### src/rtl/uls_pkg.sv
package uls_pkg;

    localparam logic [14:0] ADDR_A = 15'h5555;
    localparam logic [14:0] ADDR_B = 15'h2AAA;

    localparam logic [7:0] KEY1      = 8'hAA;
    localparam logic [7:0] KEY2      = 8'h55;
    localparam logic [7:0] OP_PAGE   = 8'hA0;
    localparam logic [7:0] OP_EXT    = 8'h80;
    localparam logic [7:0] OP_IDIN   = 8'h90;
    localparam logic [7:0] OP_IDOUT  = 8'hF0;
    localparam logic [7:0] OP_UNPROT = 8'h20;
    localparam logic [7:0] OP_ERASE  = 8'h10;
    localparam logic [7:0] OP_IDIN6  = 8'h60;
    localparam logic [7:0] MFR_CODE  = 8'hBF;

    typedef enum logic [2:0] {
        ST_IDLE,
        ST_K1,
        ST_K2,
        ST_X3,
        ST_X4,
        ST_X5,
        ST_PAGE
    } seq_state_e;

    typedef enum logic [3:0] {
        TK_OTHER,
        TK_KEY1,
        TK_KEY2,
        TK_PAGE,
        TK_EXT,
        TK_IDIN,
        TK_IDOUT,
        TK_UNPROT,
        TK_ERASE,
        TK_IDIN6
    } token_e;

endpackage

### src/rtl/uls_token_match.sv
module uls_token_match
    import uls_pkg::*;
(
    input  logic [14:0] addr,
    input  logic [7:0]  data,
    output token_e      tok
);
    always_comb begin
        tok = TK_OTHER;
        if (addr == ADDR_B) begin
            if (data == KEY2) tok = TK_KEY2;
        end else if (addr == ADDR_A) begin
            unique case (data)
                KEY1:      tok = TK_KEY1;
                OP_PAGE:   tok = TK_PAGE;
                OP_EXT:    tok = TK_EXT;
                OP_IDIN:   tok = TK_IDIN;
                OP_IDOUT:  tok = TK_IDOUT;
                OP_UNPROT: tok = TK_UNPROT;
                OP_ERASE:  tok = TK_ERASE;
                OP_IDIN6:  tok = TK_IDIN6;
                default:   tok = TK_OTHER;
            endcase
        end
    end
endmodule

### src/rtl/uls_countdown.sv
module uls_countdown #(
    parameter int CW = 8
) (
    input  logic          clk,
    input  logic          rst_n,
    input  logic          start,
    input  logic [CW-1:0] load_val,
    output logic          active
);
    logic [CW-1:0] cnt_q;

    always_ff @(posedge clk) begin
        if (!rst_n) begin
            cnt_q <= '0;
        end else if (start) begin
            cnt_q <= load_val;
        end else if (cnt_q != '0) begin
            cnt_q <= cnt_q - 1'b1;
        end
    end

    assign active = (cnt_q != '0);

    // Once running without a restart, the count only goes down (R4, R6, R8 timing)
    p_count_down_r6: assert property (@(posedge clk) disable iff (!rst_n)
        (active && !start) |=> (cnt_q == $past(cnt_q) - 1'b1));
endmodule

### src/rtl/uls_id_rom.sv
module uls_id_rom
    import uls_pkg::*;
#(
    parameter logic [7:0] DEV_CODE = 8'h5D
) (
    input  logic        id_mode,
    input  logic [14:0] rd_addr,
    output logic        id_hit,
    output logic [7:0]  id_data
);
    always_comb begin
        id_hit  = id_mode && (rd_addr[14:1] == '0);
        id_data = 8'h00;
        if (id_hit) id_data = rd_addr[0] ? DEV_CODE : MFR_CODE;
    end
endmodule

### src/rtl/uls_decoder.sv
module uls_decoder
    import uls_pkg::*;
#(
    parameter int unsigned ERASE_CYC = 2000000,
    parameter int unsigned ID_CYC    = 1000,
    parameter int unsigned LOCK_CYC  = 30000,
    parameter int unsigned WIN_CYC   = 20000,
    parameter logic [7:0]  DEV_CODE  = 8'h5D
) (
    input  logic        clk,
    input  logic        rst_n,
    input  logic        ld_valid,
    input  logic [15:0] ld_addr,
    input  logic [7:0]  ld_data,
    input  logic [14:0] id_rd_addr,
    output logic        fwd_valid,
    output logic [15:0] fwd_addr,
    output logic [7:0]  fwd_data,
    output logic        page_permit,
    output logic        prot_on,
    output logic        id_mode,
    output logic        id_hit,
    output logic [7:0]  id_data,
    output logic        erase_start,
    output logic        busy
);
    localparam int unsigned MAX_A = (ERASE_CYC > ID_CYC) ? ERASE_CYC : ID_CYC;
    localparam int unsigned BMAX  = (MAX_A > LOCK_CYC) ? MAX_A : LOCK_CYC;
    localparam int BW = $clog2(BMAX + 1);
    localparam int WW = $clog2(WIN_CYC + 1);

    seq_state_e state_q, state_d;
    token_e     tok;
    logic       act;
    logic       miss, set_prot, clr_prot, id_set, id_clr;
    logic       erase_go, id_go, lock_go, fwd_go, win_go;
    logic       win_open;
    logic [BW-1:0] busy_load;

    uls_token_match u_match (
        .addr (ld_addr[14:0]),
        .data (ld_data),
        .tok  (tok)
    );

    assign act = ld_valid && !busy;

    // Next state and per-cycle actions
    always_comb begin
        state_d  = state_q;
        miss     = 1'b0;
        set_prot = 1'b0;
        clr_prot = 1'b0;
        id_set   = 1'b0;
        id_clr   = 1'b0;
        erase_go = 1'b0;
        id_go    = 1'b0;
        fwd_go   = 1'b0;
        win_go   = 1'b0;
        unique case (state_q)
            ST_IDLE: if (act) begin
                if (tok == TK_KEY1) state_d = ST_K1;
                else                miss    = 1'b1;
            end
            ST_K1: if (act) begin
                if (tok == TK_KEY2) state_d = ST_K2;
                else                miss    = 1'b1;
            end
            ST_K2: if (act) begin
                unique case (tok)
                    TK_PAGE:  begin set_prot = 1'b1; win_go = 1'b1; state_d = ST_PAGE; end
                    TK_EXT:   state_d = ST_X3;
                    TK_IDIN:  begin id_set = 1'b1; id_go = 1'b1; state_d = ST_IDLE; end
                    TK_IDOUT: begin id_clr = 1'b1; id_go = 1'b1; state_d = ST_IDLE; end
                    default:  miss = 1'b1;
                endcase
            end
            ST_X3: if (act) begin
                if (tok == TK_KEY1) state_d = ST_X4;
                else                miss    = 1'b1;
            end
            ST_X4: if (act) begin
                if (tok == TK_KEY2) state_d = ST_X5;
                else                miss    = 1'b1;
            end
            ST_X5: if (act) begin
                unique case (tok)
                    TK_UNPROT: begin clr_prot = 1'b1; state_d = ST_IDLE; end
                    TK_ERASE:  begin erase_go = 1'b1; state_d = ST_IDLE; end
                    TK_IDIN6:  begin id_set = 1'b1; id_go = 1'b1; state_d = ST_IDLE; end
                    default:   miss = 1'b1;
                endcase
            end
            ST_PAGE: begin
                if (act) begin
                    fwd_go = 1'b1;
                    win_go = 1'b1;
                end else if (!win_open) begin
                    state_d = ST_IDLE;
                end
            end
            default: state_d = ST_IDLE;
        endcase
        if (miss) begin
            state_d = ST_IDLE;
            fwd_go  = !prot_on;
        end
    end

    assign lock_go = miss && prot_on;

    // State register
    always_ff @(posedge clk) begin
        if (!rst_n) state_q <= ST_IDLE;
        else        state_q <= state_d;
    end

    // Registered outputs
    always_ff @(posedge clk) begin
        if (!rst_n) begin
            prot_on     <= 1'b0;
            id_mode     <= 1'b0;
            fwd_valid   <= 1'b0;
            fwd_addr    <= '0;
            fwd_data    <= '0;
            erase_start <= 1'b0;
        end else begin
            if (set_prot)      prot_on <= 1'b1;
            else if (clr_prot) prot_on <= 1'b0;
            if (id_set)        id_mode <= 1'b1;
            else if (id_clr)   id_mode <= 1'b0;
            fwd_valid   <= fwd_go;
            erase_start <= erase_go;
            if (fwd_go) begin
                fwd_addr <= ld_addr;
                fwd_data <= ld_data;
            end
        end
    end

    assign page_permit = (state_q == ST_PAGE);

    always_comb begin
        if (erase_go)   busy_load = BW'(ERASE_CYC);
        else if (id_go) busy_load = BW'(ID_CYC);
        else            busy_load = BW'(LOCK_CYC);
    end

    uls_countdown #(.CW(BW)) u_busy_tmr (
        .clk      (clk),
        .rst_n    (rst_n),
        .start    (erase_go || id_go || lock_go),
        .load_val (busy_load),
        .active   (busy)
    );

    uls_countdown #(.CW(WW)) u_win_tmr (
        .clk      (clk),
        .rst_n    (rst_n),
        .start    (win_go),
        .load_val (WW'(WIN_CYC)),
        .active   (win_open)
    );

    uls_id_rom #(.DEV_CODE(DEV_CODE)) u_id_rom (
        .id_mode (id_mode),
        .rd_addr (id_rd_addr),
        .id_hit  (id_hit),
        .id_data (id_data)
    );

    p_permit_needs_prot_r3: assert property (@(posedge clk) disable iff (!rst_n)
        page_permit |-> prot_on);

    p_fwd_guard_r4: assert property (@(posedge clk) disable iff (!rst_n)
        fwd_valid |-> (!prot_on || page_permit));

    p_erase_pulse_r6: assert property (@(posedge clk) disable iff (!rst_n)
        erase_start |=> (!erase_start && busy));

    p_id_quiet_r8: assert property (@(posedge clk) disable iff (!rst_n)
        !ld_valid |=> $stable(id_mode));

    p_fwd_source_r9: assert property (@(posedge clk) disable iff (!rst_n)
        fwd_valid |-> $past(ld_valid));
endmodule

### config.mk
export PLATFORM = sky130hd
export DESIGN_NAME = uls_decoder
export DESIGN_NICKNAME = d
export VERILOG_FILES = /design/src/rtl/uls_pkg.sv /design/src/rtl/uls_token_match.sv /design/src/rtl/uls_countdown.sv /design/src/rtl/uls_id_rom.sv /design/src/rtl/uls_decoder.sv
export SDC_FILE = /design/constraint.sdc
export NUM_CORES = 1
export LEC_CHECK = 0
export BUFFER_PORTS_ARGS = -buffer_cell sky130_fd_sc_hd__buf_2
export CORE_MARGIN = 1
export CORE_UTILIZATION = 60
export DETAILED_ROUTE_END_ITERATION = 10
export GPL_ROUTABILITY_DRIVEN = 0
export PLACE_DENSITY = 0.95
export SYNTH_ARGS = -nofsm -noshare
export SYNTH_HDL_FRONTEND = slang
export SYNTH_SLANG_ARGS = --single-unit
### constraint.sdc
create_clock -name clk -period 7.85 [get_ports clk]
set_clock_uncertainty 0.15 [all_clocks]
set_input_delay 1.57 -clock clk [delete_from_list [all_inputs] [get_ports clk]]
set_output_delay 1.57 -clock clk [all_outputs]
set_load 0.01 [all_outputs]
; ---- Word-level counts from Yosys, hierarchy flattened
; Cells that the tools add are included.
[classes]
bitwise = 1
mux = 64
div = 0
shift = 0
mul = 0
magnitude_cmp = 0
eq_ne = 40
n_reduce_logical = 23
addsub = 2
[ops]
columns = op, count
row1 = $mux 21, 3
row2 = $mux 15, 3
row3 = $eq 8x8->1 const B, 5
row4 = $mux 3, 13
row5 = $mux 1, 33
row6 = $pmux 4 s8, 1
row7 = $ne 2x2->1 const B, 13
row8 = $pmux 3 s7, 1
row9 = $reduce_bool 21->1, 1
row10 = $sub 21x1->21 const B, 1
row11 = $eq 4x3->1 const B, 4
row12 = $eq 8x7->1 const B, 2
row13 = $mux 8, 2
row14 = $eq 15x14->1 const B, 1
row15 = $eq 15x15->1 const B, 1
row16 = $reduce_bool 15->1, 1
row17 = $sub 15x1->15 const B, 1
row18 = $logic_not 14->1, 1
row19 = $reduce_and 14->1, 1
row20 = $reduce_or 2->1, 5
row21 = $eq 3x3->1 const B, 3
row22 = $pmux 3 s3, 1
row23 = $eq 4x2->1 const B, 2
row24 = $eq 4x4->1 const B, 2
row25 = 18 further kinds, 29
[totals]
output_inout_bits = 39
mem_count = 0
ram_bits = 0
romBits = 0
elab_cells = 140
latch_bits = 0
input_bits = 42
ff_bits = 67

; ---- Longest topological paths before layout
; Gate-level depths: netlist of the first run.
[logic_depth]
word_depth = 12
mapped_depth = 12
ltp_nobuf = 10

; ---- By module
; From an unflattened synthesis of the first run, not the netlist that was laid out.
[unflattened]
hier_cells = 494
area_unflattened_um2 = 4164.0
[by_module_without_submodules]
columns = mod, area_each_um2, n_inst, seq_area_each_um2, cells_each
row1 = uls_decoder, 1744.2, 1, 620.6, 208
row2 = uls_countdown at u_busy_tmr, 1136.1, 1, 420.4, 138
row3 = uls_countdown at u_win_tmr, 892.1, 1, 300.3, 98
row4 = uls_token_match, 267.8, 1, 0.0, 35
row5 = uls_id_rom, 123.9, 1, 0.0, 15

; ---- Worst setup path before layout of the first run
; Ideal clock, no wire load.
[synth_path]
kind = input to register
from = input ld_addr[12]
to = register u_busy_tmr.cnt_q[13]
slack_ns = 3.575
cell_stages = 9
arrival_time_ns = 3.981
setup_ns = 0.144
n_path_buf = 1
required_ns = 7.556
cell_sequence = or4bb_1 > or4_1 > nor2_1 > o21bai_1 > o2bb2ai_1 > o211ai_1 > and3_1 > buf_2 > a211oi_1
[synth_via]
elab_chain_len = 11
word_cells_on_any_way = 40
classes_between = 11 x eq/ne / 22 x mux / 7 x reduce/logical
[synth_lines]
columns = element, line
row1 = from (decl), uls_decoder.sv:13  ; input logic [15:0] ld_addr,
row2 = $eq 15x15->1, uls_token_match.sv:12  ; end else if (addr == ADDR_A) begin
row3 = $mux 4, uls_token_match.sv:12
row4 = $mux 4 *, uls_token_match.sv:10  ; if (addr == ADDR_B) begin
row5 = $eq 4x3->1 (tied with other cells), uls_decoder.sv:70  ; unique case (tok)
row6 = $reduce_or 2->1 (no source line) (tied with other cells), -
row7 = "$mux 1, on equally long branches", "uls_decoder.sv:70, uls_decoder.sv:87"
row8 = "$mux 1, on equally long branches", "uls_decoder.sv:69, uls_decoder.sv:86"
row9 = $pmux 1 s2 / $pmux 1 s4 (equally long branches), uls_decoder.sv:60  ; unique case (state_q)
row10 = $mux 15 (tied with other cells), uls_decoder.sv:145  ; else if (id_go) busy_load = BW'(ID_CYC);
row11 = $mux 21 / $logic_or 1x1->1 (equally long branches), "uls_decoder.sv:144, uls_decoder.sv:152"
row12 = $mux 21 / $reduce_bool 2->1 (equally long branches), -
row13 = to (signal assigned), uls_countdown.sv:16  ; cnt_q <= load_val;
row14 = to (signal assigned), uls_countdown.sv:18  ; cnt_q <= cnt_q - 1'b1;
row15 = to (decl), uls_countdown.sv:10  ; logic [CW-1:0] cnt_q;
; Mark *: on every way between the ends. The rest lies on a longest branch, timed or not.
; A chain may end at the register's enable or synchronous reset.

; ---- Worst setup path in the final report of the first run
[layout_path]
from = register u_busy_tmr.cnt_q[0]
to = output busy
[layout_via]
elab_chain_len = 1
[layout_lines]
columns = element, line
row1 = $reduce_bool 21->1, uls_countdown.sv:22  ; assign active = (cnt_q != '0);
row2 = to (decl), uls_decoder.sv:25  ; output logic busy
; Every way passes these cells.

==> reports/summary.txt, run 1 <==
Synth area leader - dfxtp_1
share of layout cells above drive strength 1 - 20.6%
Area contributors post-synth - dfxtp_1 (34%), a21oi_1 (6.2%), nand3_1 (4.8%)
Final setup violation count - 0
chip width - 83.0 um
Syn Inst Count - 500
die height - 83.0 um
Worst Setup End Kind - primary output
Core Region - 6350 um2
Post-synth EDFFs - 0
Global Route Usage Sum - 32.2%
initial antenna violation count - 0
Post-synth ARST share - 0%
clk buf depth - 2
initial core utilization - 62.0%
Area Overhead vs Synth - 14.6%
IO Count - 81
final WL - 10900 um
worst endpoint required time - 6.13 ns
CTS tree - done
Fin Hold WS - 0.315 ns
Peak Freq - 0.210 GHz
I/O Buffers - 80
# clock sinks - 67
Critical Path Source Type - flip-flop
Pre-antenna DRT Iters - 5
crit path max fanout - 12
root buf cell - clkbuf_8
GRT Residual Overflow - 0
Synthesis Warnings - 0
most instantiated cells after synthesis - dfxtp_1 (67), a21oi_1 (49), nor2_1 (43)
Slew @ Worst Pin - 1.22 ns
Post-Synthesis Cell Area - 3940 um2
critical path arrival - 3.04 ns
Worst IR Drop VDD - 0.237 mV
Starting DRT DRC Count - 365
Post-synth top flop - dfxtp_1
CTS clk-pin slew, worst paths - 0.08 ns
flops & latches, synth - 67
Slew Viols, Final - 0
DIE AREA - 6890 um2
clk_lat worst skew - 0.36 ns
drt via density - 6.65
sequential-to-total area share from yosys stat - 34.1%
setup bufs post-CTS - 0
post-synthesis net count - 544
Distinct cells, synth - 70
synthesized area per cell - 7.88 um2
endpoints failing hold - 0
number of global-route vias before repair - 4030
Pwr Density - 313 nW/um2
post-cts sizing count - 0
first-pass GRT wire length - 18300 um
Std-Cell Rows - 29
status - complete, no violations
Worst Hold Path Cells - 2
max_cap viols - 0
final design utilization - 71.1%
nets - 601
Reg2Reg Depth - 9
DRC violations left - 0
RSZ-0062 raised after global routing - no
Post-CTS Hold Buffers - 0
static leakage - 1.76 nW
Slew HR - 18.2%
FILL cells - 486
wire length per cell - 17.0 um
DP HPWL - 7690 um
ANT nets after route - 0
most frequent cell after synthesis - dfxtp_1
Fin Setup TNS - 0 ns
post-route clock period utilization - 60.6%
largest net degree at the start of global routing - 25
CP Class - reg -> out
clock buffer count from CTS - 9
Yosys top cell area share - 34.1%
Antenna diodes - 0
post-layout min period - 4.76 ns
CTS H-tree lvls - 3
HP Class - reg -> reg
via count - 4251
## cell type report
type / count / area [um2] / area share (%)
clock buffer: 10 / 138 / 3.05
clock inverter: 6 / 88.8 / 1.97
inverter: 12 / 45.0 / 0.998
multi-input combinational: 385 / 2390 / 52.9
sequential: 67 / 1340 / 29.7
tap: 77 / 96.3 / 2.13
timing repair buffer: 82 / 415 / 9.20
## per-layer routing
| metal | track usage [%] | vias to the layer above | wire, um |
|---|---|---|---|
| met5 | 0 | - | 0 |
| met2 | 52.8 | 248 | 5250 |
| met3 | 8.25 | 60 | 941 |
| li1 | - | 1977 | - |
| met4 | 18.2 | 0 | 391 |
| met1 | 38.4 | 1966 | 4280 |
## power breakdown
part | total, mW | switching, mW | leakage [nW] | internal (mW)
clock | 0.328 | 0.141 | 0.108 | 0.187
sequential | 0.497 | 0.0721 | 0.546 | 0.425
combinational | 0.588 | 0.343 | 1.11 | 0.246
## state kept, by name, summed over array words and instances, names as in the netlist, 3 cells and up
name	flops
u_busy_tmr.cnt_q	21
fwd_addr	16
u_win_tmr.cnt_q	15
fwd_data	8
state_q	3
## stage by stage
| stage | setup WS, ns | power, mW | cells | instance area, um2 |
|---|---|---|---|---|
| floorplan | 3.58 | 0.949 | 500 | 3940 |
| global placement | 3.18 | 1.04 | 623 | 4290 |
| detailed placement | 3.04 | 1.08 | 623 | 4290 |
| CTS | 3.09 | 1.41 | 639 | 4510 |
| global route | 2.84 | 1.50 | 639 | 4510 |
| finish | 3.09 | 1.41 | 639 | 4510 |
## cells in the final DEF, fill, tap and decap left out, types with 6 or more instances in the layout
| cell | netlist | final |
|---|---|---|
| or3_1 | 10 | 10 |
| nor3_1 | 21 | 20 |
| clkbuf_8 | 0 | 10 |
| nand2_1 | 25 | 25 |
| a211oi_1 | 11 | 11 |
| nor4_1 | 8 | 8 |
| nor2_1 | 43 | 43 |
| xor2_1 | 9 | 9 |
| or4_1 | 10 | 10 |
| dfxtp_1 | 67 | 67 |
| and3_1 | 6 | 6 |
| xnor2_1 | 16 | 16 |
| nand4_1 | 8 | 8 |
| inv_1 | 11 | 11 |
| o21ai_0 | 35 | 35 |
| buf_2 | 2 | 80 |
| nand3_1 | 38 | 38 |
| a21oi_1 | 49 | 49 |
## cell families after synthesis
kind of cell,count (synthesis),share of synthesized area [%]
DFF,67,34.1
adders and majority gates,2,0.635
buffers and inverters,48,5.40
and+or+nand+nor,213,30.7
muxes,3,0.889
AOI/OAI and AO/OA,142,22.8
xor gates and xnor gates,25,5.56
## worst paths after layout
check	from	end	slack [ns]
max	u_busy_tmr.cnt_q[0]	busy	3.09
min	fwd_addr[2]	fwd_addr[2]	0.31
max reg2reg	u_busy_tmr.cnt_q[0]	fwd_data[3]	3.89
min reg2reg	fwd_addr[2]	fwd_addr[2]	0.31
## worst max-delay path: stages, from the launching register on
cell     delay [ns]
dfxtp_1        0.33
inv_1          0.06
ha_1           0.18
or4b_1         0.47
or4_1          0.61
nor3_1         0.38
nand2_1        0.38
buf_2          0.27
Power figures use the tool's default switching activity.
==> inputs of run 2 (changes only) <==
- CORE_UTILIZATION: 60 -> 50
- PLACE_DENSITY: 0.95 -> 0.86
- clock period: 7.85 -> 3.9 ns (I/O delays scaled with it)
==> run 2 against run 1 <==
Sequential share of layout area shrank 0.53 points. Via count grew 1.1%. Sequential power grew 100%. Count of clock-buffer cells in the layout shrank 1. Total power grew 100%. First-iteration DRC count grew 47%. Critical path depth is the same. Non-clock buffer count grew 6. Register-to-register slack lost 3.6 ns. Global-route usage shrank 5.1 points. Critical endpoint unchanged. Highest routed layer unchanged.
==> reports/summary.txt, run 2 (synthesized netlist as in run 1, its figures left out) <==
DR WL met2 - 5200 um (was 5250 um)
CP Class - reg -> out (unchanged)
clk_lat worst skew - 0.35 ns (was 0.36 ns)
I/O Buffers - 80 (unchanged)
Fin Hold WS - 0.312 ns (was 0.315 ns)
met3 WL - 967 um (was 941 um)
CTS clk-pin slew, worst paths - 0.08 ns (about the same)
Worst IR Drop VDD - 0.456 mV (was 0.237 mV)
Slew @ Worst Pin - 0.812 ns (was 1.22 ns)
Reg2Reg Depth - 8 (was 9)
HP Class - reg -> reg (unchanged)
first-pass GRT wire length - 18300 um (about the same)
commonest non-fill, non-tap cells in the layout - buf_2 (80), dfxtp_1 (67), a21oi_1 (49) (unchanged)
via count - 4296 (was 4251)
number of global-route vias before repair - 3892 (was 4030)
post-route clock period utilization - 93.1%
setup bufs post-CTS - 0 (unchanged)
Starting DRT DRC Count - 536 (was 365)
hold path start - fwd_addr[0] (was fwd_addr[2])
Slew Viols, Final - 0 (unchanged)
Slew HR - 45.9% (was 18.2%)
die height - 90.8 um (was 83.0 um)
Core Region - 7450 um2 (was 6350 um2)
biggest regs - u_busy_tmr.cnt_q x21, fwd_addr x16, u_win_tmr.cnt_q x15 (unchanged)
footprint of the multi-input gates - 2390 um2 (unchanged)
status - complete, no violations (unchanged)
crit path max fanout - 7 (was 12)
static leakage - 1.80 nW (was 1.76 nW)
post-layout min period - 3.63 ns
Area Overhead vs Synth - 16.7% (was 14.6%)
Critical path origin - u_busy_tmr.cnt_q[0] (unchanged)
chip width - 90.8 um (was 83.0 um)
largest net degree at the start of global routing - 26 (was 25)
Pwr Density - 620 nW/um2 (was 313 nW/um2)
# clock sinks - 67 (unchanged)
internal reg-to-reg setup slack - 0.28 ns (was 3.89 ns)
Worst Hold Path Cells - 2 (unchanged)
Antenna diodes - 0 (unchanged)
Pre-antenna DRT Iters - 8 (was 5)
wire length per cell - 16.6 um (was 17.0 um)
Critical Path Source Type - flip-flop (unchanged)
post-cts sizing count - 0 (unchanged)
drt via density - 6.44 (was 6.65)
clock buffer count from CTS - 9 (unchanged)
Std-Cell Rows - 31 (was 29)
RSZ-0062 raised after global routing - no (unchanged)
endpoints failing hold - 0 (unchanged)
DR top layer - met4 (unchanged)
root buf cell - clkbuf_8 (unchanged)
CTS H-tree lvls - 3 (unchanged)
initial antenna violation count - 0 (unchanged)
clk buf depth - 2 (unchanged)
final WL - 11100 um (was 10900 um)
DIE AREA - 8240 um2 (was 6890 um2)
commonest non-fill, non-tap cell in the layout - buf_2 (unchanged)
Crit path largest cell delay - 0.63 ns (was 0.61 ns)
Hold EP - fwd_addr[0] (was fwd_addr[2])
DRT met1 WL - 4440 um (was 4280 um)
Largest Register - u_busy_tmr.cnt_q (unchanged)
critical path arrival - 2.70 ns (was 3.04 ns)
CTS tree - done (unchanged)
CP Cell Sequence - inv_1 -> ha_1 -> or4b_1 -> or4_1 -> nor3_1 -> nand2_1 -> buf_2 (unchanged)
share of layout cells above drive strength 1 - 21.5% (was 20.6%)
CP max stage cell - or4_1 (unchanged)
Pwr Total - 2.85 mW (was 1.41 mW)
Peak Freq - 0.276 GHz
worst endpoint required time - 2.97 ns (was 6.13 ns)
GRT Residual Overflow - 0 (unchanged)
FF-to-FF End - fwd_data[3] (unchanged)
FILL cells - 647 (was 486)
ANT nets after route - 0 (unchanged)
DRC violations left - 0 (unchanged)
Global Route Usage Sum - 27.2% (was 32.2%)
max_cap viols - 0 (unchanged)
Worst R2R Start - u_busy_tmr.cnt_q[0] (unchanged)
initial core utilization - 52.9% (was 62.0%)
max reg flops - 21 (unchanged)
nets - 607 (was 601)
FF/Latch Area - 1340 um2 (unchanged)
DP HPWL - 7760 um (was 7690 um)
Fin Setup TNS - 0 ns (unchanged)
Final setup violation count - 0 (unchanged)
Worst Setup End Kind - primary output (unchanged)
Post-CTS Hold Buffers - 0 (unchanged)
IO Count - 81 (unchanged)
run 2: changes by cell type in the layout (fill, tap and decap cells not counted), sizes merged:
cell | previous run | this run
clkbuf | 10 | 9
inv | 11 | 13
clkinvlp | 2 | 1
buf | 82 | 88
run 2: power breakdown:
group          switching, mW  internal, mW  total (mW)
logic                  0.686         0.511        1.20
clock network          0.286         0.364       0.650
registers              0.145         0.855       0.999
run 2: layer usage:
metal	global-route usage [%]	vias to the layer above
li1	-	1988
met1	33.1	1985
met2	43.9	261
met3	6.31	62
met4	15.1	0
met5	0	-
run 2: worst max-delay path: cells and delay by family, from the launching register on:
kind	cells	cell delay, ns
DFF	1	0.34
and+or+nand+nor	4	1.58
buffers and inverters	2	0.22
adders and majority gates	1	0.18
run 2: through the flow:
step                utilization [%]  worst slack (ns)  instance area (um2)  cells
floorplan                         -             0.415                 3940    500
global placement               58.7             0.264                 4370    651
detailed placement             58.7             0.207                 4370    651
CTS                            61.7             0.264                 4600    667
global route                   61.7            0.0778                 4600    667
finish                         61.7             0.271                 4600    667
run 2: how the worst max path moves through the flow:
stage / to / slack [ns] / cells after the start
3_3_place_gp: fwd_data[1] / 0.26 / 10
3_5_place_dp: fwd_data[1] / 0.21 / 10
6_report: busy / 0.27 / 7
2_1_floorplan: u_busy_tmr.cnt_q[13] / 0.41 / 9
5_1_grt: busy / 0.08 / 7
4_1_cts: busy / 0.26 / 7
run 2: area by class of cell:
type / count / share of cell area (%)
clock buffer: 9 / 2.70
clock inverter: 7 / 2.15
inverter: 12 / 0.980
multi-input combinational: 385 / 52.0
sequential: 67 / 29.2
tap: 99 / 2.70
timing repair buffer: 88 / 10.3
==> inputs of run 3 (changes only) <==
- CELL_PAD_IN_SITES_DETAIL_PLACEMENT: not set -> 1
- CELL_PAD_IN_SITES_GLOBAL_PLACEMENT: not set -> 1
- CORE_UTILIZATION: 50 -> 36
- PLACE_DENSITY: 0.86 -> 0.85
==> run 3 against run 2 <==
Sequential share of layout area down 0.10 points. Non-clock buffer count rose by 4. Cell count up 5.8%. Die area grew 38%. Count of clock-buffer cells in the layout increased by 3. Wire length up 14%. Total power fell by 3.0%. Clock power is 19% lower. Register-to-register slack better by 0.06 ns. Largest cell class unchanged.
==> reports/summary.txt, run 3 (synthesized netlist as in run 1, its figures left out) <==
Starting DRT DRC Count - 251 (was 536)
post-route clock period utilization - 94.3% (was 93.1%)
chip width - 107 um (was 90.8 um)
Pre-antenna DRT Iters - 4 (was 8)
CP max stage cell - or4b_1 (was or4_1)
clk buf depth - 2 (unchanged)
DRC violations left - 0 (unchanged)
die height - 107 um (was 90.8 um)
Non-Filler Instances - 706 (was 667)
Slew @ Worst Pin - 0.864 ns (was 0.812 ns)
Std-Cell Rows - 37 (was 31)
largest net degree at the start of global routing - 27 (was 26)
Final setup violation count - 0 (unchanged)
number of global-route vias before repair - 4112 (was 3892)
clk_lat worst skew - 0.36 ns (was 0.35 ns)
max reg flops - 21 (unchanged)
via count - 4196 (was 4296)
CTS clk-pin slew, worst paths - 0.08 ns (about the same)
clock buffer count from CTS - 9 (unchanged)
initial core utilization - 37.6% (was 52.9%)
placed instance count - 692 (was 651)
CP Cell Sequence - inv_1 -> ha_1 -> or4b_1 -> or4_1 -> buf_4 -> nor3_1 -> nand2_1 -> buf_2 (was inv_1 -> ha_1 -> or4b_1 -> or4_1 -> nor3_1 -> nand2_1 -> buf_2)
Post-CTS Hold Buffers - 0 (unchanged)
final WL - 12700 um (was 11100 um)
HP Class - reg -> reg (unchanged)
critical path arrival - 2.75 ns (was 2.70 ns)
ANT nets after route - 0 (unchanged)
max_cap viols - 0 (unchanged)
Antenna diodes - 0 (unchanged)
Peak Freq - 0.272 GHz (was 0.276 GHz)
share of layout cells above drive strength 1 - 21.9% (was 21.5%)
root buf cell - clkbuf_8 (unchanged)
biggest regs - u_busy_tmr.cnt_q x21, fwd_addr x16, u_win_tmr.cnt_q x15 (unchanged)
post-layout min period - 3.68 ns (was 3.63 ns)
Worst IR Drop VDD - 0.192 mV (was 0.456 mV)
nets - 611 (was 607)
IO Count - 81 (unchanged)
drt via density - 5.94 (was 6.44)
Pwr Density - 599 nW/um2 (was 620 nW/um2)
dpl cell area - 4440 um2 (was 4370 um2)
CTS tree - done (unchanged)
Crit path largest cell delay - 0.50 ns (was 0.63 ns)
Largest Register - u_busy_tmr.cnt_q (unchanged)
Critical Path Source Type - flip-flop (unchanged)
setup bufs post-CTS - 0 (unchanged)
DIE AREA - 11400 um2 (was 8240 um2)
CTS H-tree lvls - 3 (unchanged)
worst endpoint required time - 2.97 ns (about the same)
status - complete, no violations (unchanged)
first-pass GRT wire length - 20600 um (was 18300 um)
post-cts sizing count - 0 (unchanged)
Slew HR - 42.4% (was 45.9%)
commonest non-fill, non-tap cell in the layout - buf_2 (unchanged)
RSZ-0062 raised after global routing - no (unchanged)
commonest non-fill, non-tap cells in the layout - buf_2 (80), dfxtp_1 (67), a21oi_1 (49) (unchanged)
Global Route Usage Sum - 23.0% (was 27.2%)
Core Region - 10500 um2 (was 7450 um2)
GRT Residual Overflow - 0 (unchanged)
initial antenna violation count - 0 (unchanged)
CP Class - reg -> out (unchanged)
Area Overhead vs Synth - 17.1% (was 16.7%)
crit path max fanout - 6 (was 7)
DP HPWL - 9360 um (was 7760 um)
# clock sinks - 67 (unchanged)
wire length per cell - 17.9 um (was 16.6 um)
Slew Viols, Final - 0 (unchanged)
static leakage - 1.78 nW (was 1.80 nW)
Worst Setup End Kind - primary output (unchanged)
I/O Buffers - 80 (unchanged)
Final Instance Area - 4610 um2 (was 4600 um2)
endpoints failing hold - 0 (unchanged)
## run 3: cell count changes in the layout (fill, tap and decap cells not counted), sizes merged
| cell | before | now |
|---|---|---|
| clkinv | 3 | 2 |
| inv | 13 | 11 |
| bufinv | 2 | 0 |
| buf | 88 | 92 |
| clkbuf | 9 | 12 |
## run 3: metrics by stage
| step | setup TNS, ns | hold WS, ns | total power [mW] | worst slack (ns) | util, % |
|---|---|---|---|---|---|
| 2_1_floorplan | 0 | 0.313 | 1.91 | 0.415 | - |
| 3_3_place_gp | 0 | 0.300 | 2.16 | 0.0383 | 42.5 |
| 3_5_place_dp | -0.820 | 0.309 | 2.24 | -0.0809 | 42.5 |
| 4_1_cts | 0 | 0.323 | 2.78 | 0.0864 | 44.1 |
| 5_1_grt | 0 | 0.329 | 2.97 | 0.0290 | 44.1 |
| 6_report | 0 | 0.317 | 2.76 | 0.223 | 44.1 |
## run 3: final cells by class
class / instances / area [um2]
multi-input cells: 385 / 2400
fillers: 1337 / 5850
well taps: 136 / 170
flip-flops and latches: 67 / 1340
clock buffers: 12 / 155
repair buffers: 92 / 490
clock inverters: 2 / 12.5
inverters: 12 / 45.0
## run 3: path summary, 6_finish.rpt
kind	start	end	slack, ns	cells after the start
min	fwd_addr[3]	fwd_addr[3]	0.32	2
max	u_busy_tmr.cnt_q[0]	busy	0.22	8
max reg2reg	u_busy_tmr.cnt_q[0]	fwd_addr[4]	0.34	9
min reg2reg	fwd_addr[3]	fwd_addr[3]	0.32	2
## run 3: power breakdown
| group | leakage [nW] | switching, mW | internal, mW | total [mW] |
|---|---|---|---|---|
| Clock | 0.0843 | 0.267 | 0.258 | 0.525 |
| Sequential | 0.546 | 0.148 | 0.855 | 1.00 |
| Combinational | 1.15 | 0.715 | 0.517 | 1.23 |
| Total | 1.78 | 1.13 | 1.63 | 2.76 |
## run 3: critical path: cells and delay by family, from the launching register on
family	cells	cell delay [ns]
and+or+nand+nor	4	1.44
buffers and inverters	3	0.43
DFF	1	0.33
adders and majority gates	1	0.18
## run 3: metal layers
| metal | GRT usage (%) | routed length, um | vias up |
|---|---|---|---|
| met3 | 4.62 | 675 | 26 |
| met2 | 39.1 | 6160 | 123 |
| met4 | 9.20 | 306 | 0 |
| met5 | 0 | 0 | - |
| met1 | 28.3 | 5520 | 2056 |
| li1 | - | - | 1991 |
